[config.mk]
export PLATFORM = sky130hd
export DESIGN_NAME = pfd_lock_ctrl
export DESIGN_NICKNAME = d
export VERILOG_FILES = /design/src/rtl/pfdl_pkg.sv /design/src/rtl/pfd_core.sv /design/src/rtl/lock_detect.sv /design/src/rtl/boost_ctrl.sv /design/src/rtl/pfd_lock_ctrl.sv
export SDC_FILE = /design/constraint.sdc
export NUM_CORES = 1
export LEC_CHECK = 0
export BUFFER_PORTS_ARGS = -buffer_cell sky130_fd_sc_hd__buf_4
export CAP_MARGIN = 25
export CORE_MARGIN = 4
export CORE_UTILIZATION = 55
export CTS_CLUSTER_SIZE = 16
export DETAILED_ROUTE_END_ITERATION = 7
export GPL_TIMING_DRIVEN = 0
export HOLD_SLACK_MARGIN = 0.08
export PLACE_DENSITY = 0.86
export SYNTH_ARGS = -nofsm -noshare
export SYNTH_HDL_FRONTEND = slang
export SYNTH_SLANG_ARGS = --single-unit
[constraint.sdc]
create_clock -name clk -period 5.1 [get_ports clk]
set_input_delay 0.51 -clock clk [delete_from_list [all_inputs] [get_ports clk]]
set_output_delay 0.51 -clock clk [all_outputs]
set_load 0.02 [all_outputs]
[src/rtl/pfdl_pkg.sv]
package pfdl_pkg;
  localparam int LEVEL_W = 3;
  typedef logic [1:0]         cp_code_t;
  typedef logic [LEVEL_W-1:0] level_t;
  localparam level_t LEVEL_BOOST = 3'b100;

  function automatic level_t pick_level(input logic boost, input cp_code_t code);
    return boost ? LEVEL_BOOST : {1'b0, code};
  endfunction
endpackage

[src/rtl/pfd_core.sv]
module pfd_core #(
  parameter int ERR_W = 7
) (
  input  logic             clk,
  input  logic             rst_n,
  input  logic             ref_pulse,
  input  logic             fb_pulse,
  output logic             ahead_q,
  output logic             behind_q,
  output logic             cmp_done,
  output logic [ERR_W-1:0] err_width
);
  localparam logic [ERR_W-1:0] ERR_MAX = {ERR_W{1'b1}};

  logic clr_q;
  logic [ERR_W-1:0] err_cnt;

  // The clear is taken one cycle after both states are seen high (anti dead zone).
  always_ff @(posedge clk or negedge rst_n) begin
    if (!rst_n) begin
      ahead_q  <= 1'b0;
      behind_q <= 1'b0;
      clr_q    <= 1'b0;
      err_cnt  <= '0;
    end else begin
      clr_q <= ahead_q & behind_q & ~clr_q;
      if (clr_q) begin
        ahead_q  <= ref_pulse;
        behind_q <= fb_pulse;
        err_cnt  <= '0;
      end else begin
        ahead_q  <= ahead_q | ref_pulse;
        behind_q <= behind_q | fb_pulse;
        if ((ahead_q ^ behind_q) && err_cnt != ERR_MAX)
          err_cnt <= err_cnt + 1'b1;
      end
    end
  end

  assign cmp_done  = clr_q;
  assign err_width = err_cnt;

  assert_overlap_bounded_R1: assert property (@(posedge clk) disable iff (!rst_n)
    (ahead_q && behind_q && clr_q && !(ref_pulse && fb_pulse)) |=> !(ahead_q && behind_q));

  assert_ref_lead_sets_ahead_R2: assert property (@(posedge clk) disable iff (!rst_n)
    (!clr_q && ref_pulse && !fb_pulse && !behind_q) |=> (ahead_q && !behind_q));

  assert_clear_hold_R11: assert property (@(posedge clk) disable iff (!rst_n)
    (ahead_q && behind_q && !clr_q) |=> (ahead_q && behind_q && clr_q));
endmodule

[src/rtl/lock_detect.sv]
module lock_detect #(
  parameter int WIN_W      = 6,
  parameter int LOCK_RUN   = 16,
  parameter int UNLOCK_RUN = 4
) (
  input  logic           clk,
  input  logic           rst_n,
  input  logic           cmp_done,
  input  logic [WIN_W:0] err_width,
  input  logic [WIN_W-1:0] window,
  input  logic           reacq,
  output logic           locked,
  output logic           lock_set
);
  localparam int GOOD_W = $clog2(LOCK_RUN + 1);
  localparam int BAD_W  = $clog2(UNLOCK_RUN + 1);
  localparam logic [GOOD_W-1:0] GOOD_LAST = GOOD_W'(LOCK_RUN - 1);
  localparam logic [BAD_W-1:0]  BAD_LAST  = BAD_W'(UNLOCK_RUN - 1);

  logic [GOOD_W-1:0] good_cnt;
  logic [BAD_W-1:0]  bad_cnt;
  logic              good;

  assign good     = err_width < {1'b0, window};
  assign lock_set = !reacq && cmp_done && !locked && good && good_cnt == GOOD_LAST;

  always_ff @(posedge clk or negedge rst_n) begin
    if (!rst_n) begin
      locked   <= 1'b0;
      good_cnt <= '0;
      bad_cnt  <= '0;
    end else if (reacq) begin
      locked   <= 1'b0;
      good_cnt <= '0;
      bad_cnt  <= '0;
    end else if (cmp_done) begin
      if (!locked) begin
        if (!good)                     good_cnt <= '0;
        else if (good_cnt == GOOD_LAST) begin
          locked   <= 1'b1;
          good_cnt <= '0;
          bad_cnt  <= '0;
        end else                       good_cnt <= good_cnt + 1'b1;
      end else begin
        if (good)                      bad_cnt <= '0;
        else if (bad_cnt == BAD_LAST) begin
          locked   <= 1'b0;
          good_cnt <= '0;
          bad_cnt  <= '0;
        end else                       bad_cnt <= bad_cnt + 1'b1;
      end
    end
  end

  assert_lock_after_run_R5: assert property (@(posedge clk) disable iff (!rst_n)
    $rose(locked) |-> ($past(good_cnt) == GOOD_LAST && $past(cmp_done)));

  assert_unlock_after_run_R7: assert property (@(posedge clk) disable iff (!rst_n)
    ($fell(locked) && !$past(reacq)) |-> ($past(bad_cnt) == BAD_LAST && $past(cmp_done)));

  assert_reacq_clears_R8: assert property (@(posedge clk) disable iff (!rst_n)
    reacq |=> !locked);
endmodule

[src/rtl/boost_ctrl.sv]
module boost_ctrl (
  input  logic clk,
  input  logic rst_n,
  input  logic turbo_en,
  input  logic reacq,
  input  logic lock_set,
  output logic boost_on
);
  logic armed;

  always_ff @(posedge clk or negedge rst_n) begin
    if (!rst_n)         armed <= 1'b1;
    else if (!turbo_en) armed <= 1'b0;
    else if (reacq)     armed <= 1'b1;
    else if (lock_set)  armed <= 1'b0;
  end

  assign boost_on = armed & turbo_en;

  assert_boost_needs_enable_R4: assert property (@(posedge clk) disable iff (!rst_n)
    (!turbo_en && !reacq) |=> !armed);
endmodule

[src/rtl/pfd_lock_ctrl.sv]
module pfd_lock_ctrl
  import pfdl_pkg::*;
#(
  parameter int WIN_W      = 6,
  parameter int LOCK_RUN   = 16,
  parameter int UNLOCK_RUN = 4
) (
  input  logic             clk,
  input  logic             rst_n,
  input  logic             ref_pulse,
  input  logic             fb_pulse,
  input  logic             polarity,
  input  logic             turbo_en,
  input  logic [1:0]       cp_code,
  input  logic [WIN_W-1:0] lock_window,
  input  logic             reacq,
  output logic             pump_up,
  output logic             pump_dn,
  output logic [2:0]       drive_level,
  output logic             locked
);
  localparam int ERR_W = WIN_W + 1;

  logic             ahead_q, behind_q, cmp_done, lock_set, boost_on;
  logic [ERR_W-1:0] err_width;

  pfd_core #(.ERR_W(ERR_W)) u_core (
    .clk(clk), .rst_n(rst_n), .ref_pulse(ref_pulse), .fb_pulse(fb_pulse),
    .ahead_q(ahead_q), .behind_q(behind_q), .cmp_done(cmp_done), .err_width(err_width)
  );

  lock_detect #(.WIN_W(WIN_W), .LOCK_RUN(LOCK_RUN), .UNLOCK_RUN(UNLOCK_RUN)) u_lock (
    .clk(clk), .rst_n(rst_n), .cmp_done(cmp_done), .err_width(err_width),
    .window(lock_window), .reacq(reacq), .locked(locked), .lock_set(lock_set)
  );

  boost_ctrl u_boost (
    .clk(clk), .rst_n(rst_n), .turbo_en(turbo_en), .reacq(reacq),
    .lock_set(lock_set), .boost_on(boost_on)
  );

  always_comb begin
    pump_up     = polarity ? ahead_q : behind_q;
    pump_dn     = polarity ? behind_q : ahead_q;
    drive_level = pick_level(boost_on, cp_code);
  end

  assert_no_boost_when_locked_R6: assert property (@(posedge clk) disable iff (!rst_n)
    locked |-> drive_level[2] == 1'b0);
endmodule

==> results.toml <==
[clock_network]
root_buffer = "clkbuf_4"
cts_num_sinks = 20
cts_buffers = 3
cts_tree = "built"
htreeDepth = 1
hold_buffers = 1
cts_resized = 0
clk_latency_ns = 0.30
postCtsSetupBuffers = 0
cts_buffer_depth = 2
path_clk_slew_ns = 0.13

[global_routing]
grt_max_degree = 21
met1_usage = 0.222
met3_usage = 0.0354
grt_overflow_total = 0
met2_usage = 0.353
busiest_layer = "met2"
grt_pass1_wl_um = 4220
antenna_found_initial = 0
grt.total_usage = 0.196
grt_pass1_vias = 1055

[timing]
hold_viol_final = 0
drv_slew = 0
totalNegativeSetupSlack_ns = 0
rsz0062_at_grt = "false"
skew_ns = 0.0123
fmax_ghz = 0.512
min_period_over_period = 0.383
worst_pin_slew_ns = 0.418
period_minus_slack_ns = 1.96
setup_viol = 0
whs_ns = 0.375
slew_headroom = 0.720

[placement]
dp_cells = 168
portBuffers = 19
post-dp-hpwl_um = 1820
dpl_cell_area_um2 = 1360
gp_congestion = 0.828

[layout]
fill_cells = 146
final_area_um2 = 1430
multiInputGateArea_um2 = 626
instances_no_fill = 173
drive_above_1_share = 0.199
n_antenna_cell = 0
register_area_um2 = 502
nets = 171
syn_to_final_growth_pct = 20.1

[job]
cap_violations = 0

[routing]
drc = 0
via_per_inst = 5.65
num_vias = 978
dr.pass1.iters = 4
antenna_left = 0
wl_per_cell_um = 13.9
drtIter0Drc = 32
finalWirelength_um = 2410

[logic_synthesis]
synth_ff_type = "dfrtp_1"
ys_seq_elements = 20
avgSynthCellArea_um2 = 9.73
synthesis.nets = 146
synthArstFlopShare = 1.00
synth_cell_types = 38
syn_area_um2 = 1190
yosysWarnings = 0
synth_edf_count = 0
yosysSeqAreaShare = 0.423
syn-instance-count = 122

[power]
p_leak_nw = 0.700
ir_worst_vdd_mv = 0.296
finalPower_uw = 508
cellPowerDensity_nw_per_um2 = 356

[critical_path]
worst_ep_required_time_ns = 5.34
worstSetupEndpointType = "register"
cp.arrival_ns = 2.19
timing.critical_path.mode_cell = "a22o_1"
slowest_delay_ns = 0.43
path_max_fanout = 7
critPathSlowestCell = "dfrtp_1"
critPathLaunchType = "register"
crit_type = "register to register"
worstPathCellList = "ha_1 -> a21o_1 -> a211oi_1 -> o21a_1 -> a22o_1 -> a22o_1"

[status]
status = "complete, no violations"

[worst_hold_path]
hold_class = "input port to register"

[die]
die_w_um = 54.5
core_um2 = 2000
fp.dieH_um = 54.5
rows = 16
io-pin-count = 21
die-area_um2 = 2970
initial_core_util = 0.593
-- where the power goes --
part           leakage [nW]  switching (mW)  internal (mW)
registers             0.264          0.0271          0.183
logic                 0.408          0.0947         0.0728
clock network        0.0279          0.0512         0.0794
total                 0.700           0.173          0.335
-- Yosys cell counts, types with 3 or more instances --
library cell  count  area share
nand4_1           5       0.026
nand2_1           6       0.019
a21oi_1           4       0.017
a31oi_1           3       0.016
and2_1            3       0.016
a21o_1            3       0.019
o21ai_0           4       0.017
ha_1              9       0.095
inv_1            10       0.032
xor2_1            4       0.030
nor2b_1           6       0.032
clkbuf_1          3      0.0095
dfrtp_1          19        0.40
a22o_1            3       0.022
nor2_1            9       0.028
o21ai_1           3       0.013
-- final timing paths --
check,cells past startpoint,start,end,slack (ns)
max,6,u_core.err_width[4],u_lock.good_cnt[3],3.14
min,2,fb_pulse,u_core.behind_q,0.38
max reg2reg,6,u_core.err_width[4],u_lock.good_cnt[3],3.14
min reg2reg,1,u_lock.bad_cnt[0],u_lock.bad_cnt[0],0.50
max in group asynchronous,2,rst_n,u_boost.armed,4.22
min in group asynchronous,2,rst_n,u_lock.good_cnt[2],0.60
-- layer usage --
metal | wire length, um | part of all wire
met5 | 0 | 0
met2 | 1300 | 0.54
met1 | 1030 | 0.43
met4 | 7 | 0.0029
met3 | 73 | 0.030
-- cells in the final DEF, fill, tap and decap left out, types with 2 or more instances in the layout --
| cell | n |
|---|---|
| buf_4 | 20 |
| xor2_1 | 4 |
| inv_1 | 10 |
| nor2_1 | 9 |
| clkbuf_1 | 3 |
| a21o_1 | 3 |
| mux2_2 | 2 |
| and2_1 | 3 |
| a211oi_1 | 2 |
| nor2b_1 | 6 |
| o21ai_0 | 4 |
| clkbuf_4 | 3 |
| nand2_1 | 6 |
| nand4_1 | 5 |
| a31oi_1 | 3 |
| a21oi_1 | 4 |
| and3_1 | 2 |
| nand4b_1 | 2 |
| o21ai_1 | 3 |
| ha_1 | 9 |
| a22o_1 | 3 |
| nand2b_1 | 2 |
| dfrtp_1 | 19 |
| mux2i_1 | 2 |
-- cell type report --
cell class / instances / share of cell area
Buffer: 5 / 0.0158
Clock buffer: 3 / 0.0158
Clock inverter: 1 / 0.0211
Inverter: 10 / 0.0263
Multi-Input combinational cell: 87 / 0.439
Sequential cell: 20 / 0.352
Tap cell: 27 / 0.0237
Timing Repair Buffer: 20 / 0.107
-- critical path, delay by kind of cell, from the launching register on --
kind,cells,cell delay [ns]
AOI/OAI and AO/OA,5,1.15
DFF,1,0.43
adders and majority gates,1,0.30
-- logic make-up after synthesis --
group	Yosys count	synth area share
simple gates	41	0.196
compound gates	28	0.163
flops	20	0.423
buf+inv	15	0.0506
fa+ha+maj	9	0.0948
xor+xnor	5	0.0369
mux	4	0.0358
-- per-stage QoR --
step	utilization	worst slack (ns)
after detailed placement	0.681	3.00
after CTS	0.713	3.18
after global routing	0.713	2.94
final	0.713	3.14
after floorplan	-	3.25
after global placement	0.681	3.03
-- state kept, by name, summed over array words and instances (netlist names) --
signal	count
u_core.err_width	7
u_lock.good_cnt	5
u_lock.bad_cnt	3
u_boost.armed	1
u_core.ahead_q	1
u_core.behind_q	1
u_core.cmp_done	1
u_lock.locked	1
No activity file was read; power rests on OpenSTA's default activity.
